`src/rtl/vbf_pkg.sv`:
```
package vbf_pkg;
  typedef enum logic [1:0] {ST_IDLE, ST_RUN, ST_EMPTY} vbf_state_e;
endpackage

```
`src/rtl/vbf_seq.sv`:
```
module vbf_seq
  import vbf_pkg::*;
#(
  parameter int N_ANT  = 43,
  parameter int K_TAPS = 4,
  parameter int N_SAMP = 256,
  parameter int IDX_W  = 8,
  parameter int DLY_W  = 8,
  parameter int NW     = 6,
  parameter int KW     = 2
) (
  input  logic             clk_i,
  input  logic             rst_ni,
  input  logic             start_i,
  input  logic [IDX_W-1:0] win_start_i,
  input  logic [IDX_W-1:0] win_end_i,
  input  logic [DLY_W-1:0] dly_i,
  output logic [NW-1:0]    ant_o,
  output logic [KW-1:0]    tap_o,
  output logic [IDX_W-1:0] samp_addr_o,
  output logic             in_range_o,
  output logic             busy_o,
  output logic             run_o,
  output logic             clr_o,
  output logic             flush_o,
  output logic             finish_o
);
  localparam int AW = ((IDX_W > DLY_W) ? IDX_W : DLY_W) + 2;

  vbf_state_e       state_q;
  logic [IDX_W-1:0] n_q, end_q;
  logic [NW-1:0]    a_q;
  logic [KW-1:0]    k_q;
  logic             last_tap, last_ant, last_idx, accept;
  logic signed [AW-1:0] addr_s;

  assign last_tap = (k_q == KW'(K_TAPS - 1));
  assign last_ant = (a_q == NW'(N_ANT - 1));
  assign last_idx = (n_q == end_q);
  assign accept   = start_i && (state_q == ST_IDLE);

  always_ff @(posedge clk_i or negedge rst_ni) begin
    if (!rst_ni) begin
      state_q <= ST_IDLE;
      n_q     <= '0;
      end_q   <= '0;
      a_q     <= '0;
      k_q     <= '0;
    end else begin
      unique case (state_q)
        ST_IDLE: if (accept) begin
          n_q     <= win_start_i;
          end_q   <= win_end_i;
          a_q     <= '0;
          k_q     <= '0;
          state_q <= (win_end_i < win_start_i) ? ST_EMPTY : ST_RUN;
        end
        ST_RUN: begin
          if (last_tap) begin
            k_q <= '0;
            if (last_ant) begin
              a_q <= '0;
              if (last_idx) state_q <= ST_IDLE;
              else          n_q     <= n_q + 1'b1;
            end else begin
              a_q <= a_q + 1'b1;
            end
          end else begin
            k_q <= k_q + 1'b1;
          end
        end
        ST_EMPTY: state_q <= ST_IDLE;
        default:  state_q <= ST_IDLE;
      endcase
    end
  end

  // signed address n + d - k, negative or past end reads as zero
  assign addr_s      = AW'(n_q) + AW'(dly_i) - AW'(k_q);
  assign in_range_o  = !addr_s[AW-1] && (addr_s < $signed(AW'(N_SAMP)));
  assign samp_addr_o = in_range_o ? addr_s[IDX_W-1:0] : '0;

  assign ant_o    = a_q;
  assign tap_o    = k_q;
  assign busy_o   = (state_q != ST_IDLE);
  assign run_o    = (state_q == ST_RUN);
  assign clr_o    = accept;
  assign flush_o  = run_o && last_tap && last_ant;
  assign finish_o = (flush_o && last_idx) || (state_q == ST_EMPTY);
endmodule

```
`src/rtl/vbf_mac.sv`:
```
module vbf_mac #(
  parameter int SW    = 16,
  parameter int WW    = 16,
  parameter int ACC_W = 40,
  parameter int E_W   = 64
) (
  input  logic                 clk_i,
  input  logic                 rst_ni,
  input  logic                 clr_i,
  input  logic                 en_i,
  input  logic                 flush_i,
  input  logic                 finish_i,
  input  logic signed [SW-1:0] samp_i,
  input  logic signed [WW-1:0] wgt_i,
  output logic [E_W-1:0]       energy_o,
  output logic                 done_o
);
  localparam int PW = SW + WW;

  logic signed [PW-1:0]    prod;
  logic signed [ACC_W-1:0] acc_q, beam;
  logic signed [E_W-1:0]   beam_x;
  logic [E_W-1:0]          sq, e_q, e_next;

  assign prod   = samp_i * wgt_i;
  assign beam   = acc_q + {{(ACC_W-PW){prod[PW-1]}}, prod};
  assign beam_x = E_W'(beam);
  assign sq     = E_W'(beam_x * beam_x);  // low bits of exact square
  assign e_next = e_q + ((en_i && flush_i) ? sq : '0);

  always_ff @(posedge clk_i or negedge rst_ni) begin
    if (!rst_ni) begin
      acc_q    <= '0;
      e_q      <= '0;
      energy_o <= '0;
      done_o   <= 1'b0;
    end else begin
      done_o <= finish_i;
      if (clr_i) begin
        acc_q <= '0;
        e_q   <= '0;
      end else if (en_i) begin
        acc_q <= flush_i ? '0 : beam;
        e_q   <= e_next;
      end
      if (finish_i) energy_o <= e_next;
    end
  end
endmodule

```
`src/rtl/voxel_energy_acc.sv`:
```
module voxel_energy_acc #(
  parameter int N_ANT  = 43,
  parameter int K_TAPS = 4,
  parameter int N_SAMP = 256,
  parameter int DLY_W  = 8,
  parameter int SW     = 16,
  parameter int WW     = 16,
  parameter int ACC_W  = 40,
  parameter int E_W    = 64,
  localparam int IDX_W = $clog2(N_SAMP),
  localparam int NW    = (N_ANT > 1) ? $clog2(N_ANT) : 1,
  localparam int KW    = (K_TAPS > 1) ? $clog2(K_TAPS) : 1
) (
  input  logic                 clk_i,
  input  logic                 rst_ni,
  input  logic                 start_i,
  input  logic [IDX_W-1:0]     win_start_i,
  input  logic [IDX_W-1:0]     win_end_i,
  output logic [NW-1:0]        dly_ant_o,
  input  logic [DLY_W-1:0]     dly_i,
  output logic [NW-1:0]        wgt_ant_o,
  output logic [KW-1:0]        wgt_tap_o,
  input  logic signed [WW-1:0] wgt_i,
  output logic [IDX_W-1:0]     samp_addr_o,
  input  logic signed [SW-1:0] samp_i,
  output logic [E_W-1:0]       energy_o,
  output logic                 done_o
);
  logic [NW-1:0]        ant;
  logic [KW-1:0]        tap;
  logic                 in_range, busy, run, clr, flush, finish;
  logic signed [SW-1:0] samp_eff;

  vbf_seq #(
    .N_ANT(N_ANT), .K_TAPS(K_TAPS), .N_SAMP(N_SAMP), .IDX_W(IDX_W),
    .DLY_W(DLY_W), .NW(NW), .KW(KW)
  ) u_seq (
    .clk_i, .rst_ni, .start_i, .win_start_i, .win_end_i, .dly_i,
    .ant_o(ant), .tap_o(tap), .samp_addr_o, .in_range_o(in_range),
    .busy_o(busy), .run_o(run), .clr_o(clr), .flush_o(flush),
    .finish_o(finish)
  );

  assign samp_eff  = in_range ? samp_i : '0;
  assign dly_ant_o = ant;
  assign wgt_ant_o = ant;
  assign wgt_tap_o = tap;

  vbf_mac #(.SW(SW), .WW(WW), .ACC_W(ACC_W), .E_W(E_W)) u_mac (
    .clk_i, .rst_ni, .clr_i(clr), .en_i(run), .flush_i(flush),
    .finish_i(finish), .samp_i(samp_eff), .wgt_i, .energy_o, .done_o
  );
endmodule

```
`config.mk`:
```
export PLATFORM = sky130hd
export DESIGN_NAME = voxel_energy_acc
export DESIGN_NICKNAME = d
export VERILOG_FILES = /design/src/rtl/vbf_pkg.sv /design/src/rtl/vbf_seq.sv /design/src/rtl/vbf_mac.sv /design/src/rtl/voxel_energy_acc.sv
export SDC_FILE = /design/constraint.sdc
export NUM_CORES = 2
export LEC_CHECK = 0
export ABC_AREA = 0
export BUFFER_PORTS_ARGS = -buffer_cell sky130_fd_sc_hd__buf_2
export CAP_MARGIN = 25
export CORE_ASPECT_RATIO = 0.7
export CORE_UTILIZATION = 45
export DETAILED_ROUTE_END_ITERATION = 10
export PLACE_DENSITY = 0.71
export SLEW_MARGIN = 20
export SYNTH_ARGS = -nofsm -noshare
export SYNTH_HDL_FRONTEND = slang
export SYNTH_SLANG_ARGS = --single-unit
```
`constraint.sdc`:
```
create_clock -name clk_i -period 20.3 [get_ports clk_i]
set_clock_uncertainty 0.05 [all_clocks]
set_input_delay 1.015 -clock clk_i [delete_from_list [all_inputs] [get_ports clk_i]]
set_output_delay 1.015 -clock clk_i [all_outputs]
set_load 0.02 [all_outputs]
```
==> reports/qor.csv <==
stage,metric,value,unit
detailed_routing,ant_nets,0,
cts,tritoncts.num_buffers,17,
yosys,synth-async-reset-ratio,100,%
cts,clkTransAtPathRegs,0.11,ns
setup_path,r2r_end,u_mac.e_q[63]$_DFFE_PN0P_,
setup_path,end_kind,flop,
cts,clock_path_buffers,2,
placement,hpwl,165000,um
timing,max_slew_margin,23.4,%
setup_path,slowest_stage,fa_1,
timing,whs,0.407,ns
global_route,grt_max_degree,71,
global_route,antenna_found_initial,2,
floorplan,die_h,319,um
setup_path,critPathArrivalTime,20.21,ns
cts,clkSinkCount,195,
final_layout,fillers,12700,
yosys,synthCells,6955,
floorplan,io_pins,146,
detailed_routing,drc_errors,0,
final_layout,layout_common_cells,"1741 x inv_1, 1575 x fa_1, 799 x buf_4, 776 x nand2_1, 432 x ha_1",
final_layout,multiInputGateArea,53400,um2
detailed_routing,dr.pass1.iters,6,
timing,period_share,97.5,%
timing,finalSetupViolCount,0,
setup_path,reg2reg_slack,0.61,ns
setup_path,r2r-start,u_seq.n_q[0]$_DFFE_PN0P_,
floorplan,fp.dieArea,145000,um2
floorplan,initial_core_util,45.7,%
yosys,netlist_area,64600,um2
run_status,outcome,finished clean,
placement,portBuffers,145,
timing,final-hold-violation-count,0,
yosys,synth_edf_count,0,
setup_path,reg2reg_depth,88,
final_layout,nets,9832,
global_route,grt_usage,27.9,%
setup_path,path_class,primary input to flop,
detailed_routing,drt_iter0_drc,3806,
yosys,synth_warnings,0,
timing,worst_pin_slew,1.15,ns
detailed_routing,vias,50300,
yosys,syn-num-nets,9063,
floorplan,core_area,141000,um2
yosys,ys_types,82,
global_route,grt_pass1_vias,53400,
yosys,yosysSeqAreaShare,7.56,%
yosys,synth_flop_cell,dfrtp_1,
setup_path,path_max_fanout,8,
hold_path,hold_path.class,primary input to asynchronous set/reset pin,
cts,cts-root-buf,clkbuf_16,
floorplan,rows,115,
setup_path,start_kind,primary input,
global_route,grt_pass1_wl,309000,um
cts,cts-hold-fix-buffers,0,
timing,min_period,19.80,ns
final_layout,area_growth,17.1,%
cts,clk_latency,0.55,ns
final_layout,final_core_util,53.5,%
timing,slew_viol_final,0,
setup_path,crit_top_cell,fa_1,
floorplan,die_w,455,um
yosys,synth-seq-cells,195,
detailed_routing,wl_per_cell,20.5,um
cts,htree_levels,4,
final_layout,drive_above_1_share,17.1,%
setup_path,slowest_delay,0.59,ns
cts,cts_tree,built,
final_layout,layout_commonest_cell,inv_1,
detailed_routing,viasPerCell,5.23,
final_layout,seqCellArea,4880,um2
global_route,grt-ovfl-total,0,
final_layout,antenna_cells,0,
placement,globalplace.congestion,0.966,
detailed_routing,drt_wl_total,197000,um
setup_path,required,20.71,ns
yosys,syn-mean-instance-area,9.29,um2
timing,fmax,50.5,MHz
run,drv_cap,0,
==> cell usage after synthesis (13+ instances only) <==
library cell / number / area [um2]
a21o_1: 132 / 991
a21oi_1: 204 / 1020
a31oi_1: 21 / 131
and2_1: 64 / 400
and3_1: 142 / 888
buf_1: 13 / 48.8
clkbuf_1: 227 / 852
dfrtp_1: 195 / 4880
fa_1: 1596 / 32000
ha_1: 453 / 5670
inv_1: 1769 / 6640
mux2_2: 14 / 158
nand2_1: 789 / 2960
nand2b_1: 86 / 538
nand3_1: 94 / 470
nand4_1: 16 / 100
nor2_1: 371 / 1390
nor2b_1: 32 / 200
nor3_1: 17 / 85.1
o21a_1: 23 / 173
o21ai_0: 238 / 1190
o21bai_1: 22 / 165
xnor2_1: 158 / 1380
xor2_1: 87 / 762
==> final cells by class <==
type	count	share of cell area, %
Clock buffer	19	0.586
Clock inverter	13	0.218
Inverter	1775	8.81
Multi-Input combinational cell	4731	70.6
Sequential cell	195	6.45
Tap cell	1872	3.10
Timing Repair Buffer	1004	10.2
==> worst max path at each step <==
| stage | from | endpoint | slack (ns) | cells after the start |
|---|---|---|---|---|
| 2_1_floorplan | dly_i[0] | u_mac.energy_o[63]$_DFFE_PN0P_ | 0.03 | 87 |
| 3_3_place_gp | dly_i[0] | u_mac.energy_o[63]$_DFFE_PN0P_ | -0.97 | 91 |
| 3_5_place_dp | dly_i[0] | u_mac.energy_o[63]$_DFFE_PN0P_ | -1.29 | 93 |
| 4_1_cts | dly_i[0] | u_mac.e_q[62]$_DFFE_PN0P_ | 0.02 | 86 |
| 5_1_grt | dly_i[0] | u_mac.e_q[63]$_DFFE_PN0P_ | -0.19 | 92 |
| 6_report | dly_i[1] | u_mac.e_q[63]$_DFFE_PN0P_ | 0.50 | 88 |
==> critical path, delay by kind of cell <==
kind	cells	cell delay, ns
AOI/OAI and AO/OA	33	5.70
buffers and inverters	18	1.87
adders and majority gates	19	8.41
and+or+nand+nor	13	2.56
xor gates and xnor gates	5	0.66
==> metal layers <==
layer	up-vias	global-route usage (%)	wire (um)
met5	-	0	13
met4	2	6.40	5730
met3	260	8.34	21300
met2	2022	40.6	85400
met1	25700	40.9	84400
li1	22300	-	-
==> state kept, by name, summed over array words and instances (netlist names) <==
signal	flops
u_seq.n_q	8
u_seq.ant_o	6
u_seq.state_q	2
u_mac.e_q	64
u_mac.energy_o	64
u_seq.end_q	8
u_seq.tap_o	2
u_mac.done_o	1
u_mac.acc_q	40
==> stage by stage <==
step / setup slack (ns) / setup TNS [ns] / cell area, um2 / std cells
CTS: 0.0152 / 0 / 74100 / 9557
floorplan: 0.0253 / 0 / 64700 / 6955
global route: -0.187 / -1.24 / 75600 / 9609
finish: 0.498 / 0 / 75600 / 9609
global placement: -0.974 / -14.51 / 73300 / 9522
detailed placement: -1.29 / -27.82 / 73300 / 9522
==> cells by family after synthesis <==
logic type	Yosys count	share of synthesized area, %
other cells	1	0.00581
mux	17	0.298
xor+xnor	246	3.35
simple gates	1658	11.4
fa+ha+maj	2049	58.2
compound gates	760	7.28
flops	195	7.56
buf+inv	2029	11.8
==> timing repair <==
item	in CTS	in global routing
pin swaps	12	214
cloned	0	3
setup endpoints to repair	32	46
gates resized for setup	30	260
buffers inserted	3	56
Power is left out: the tool's default activity adds up to more than one toggle a clock period on the data nets, which glitch-free logic cannot reach.
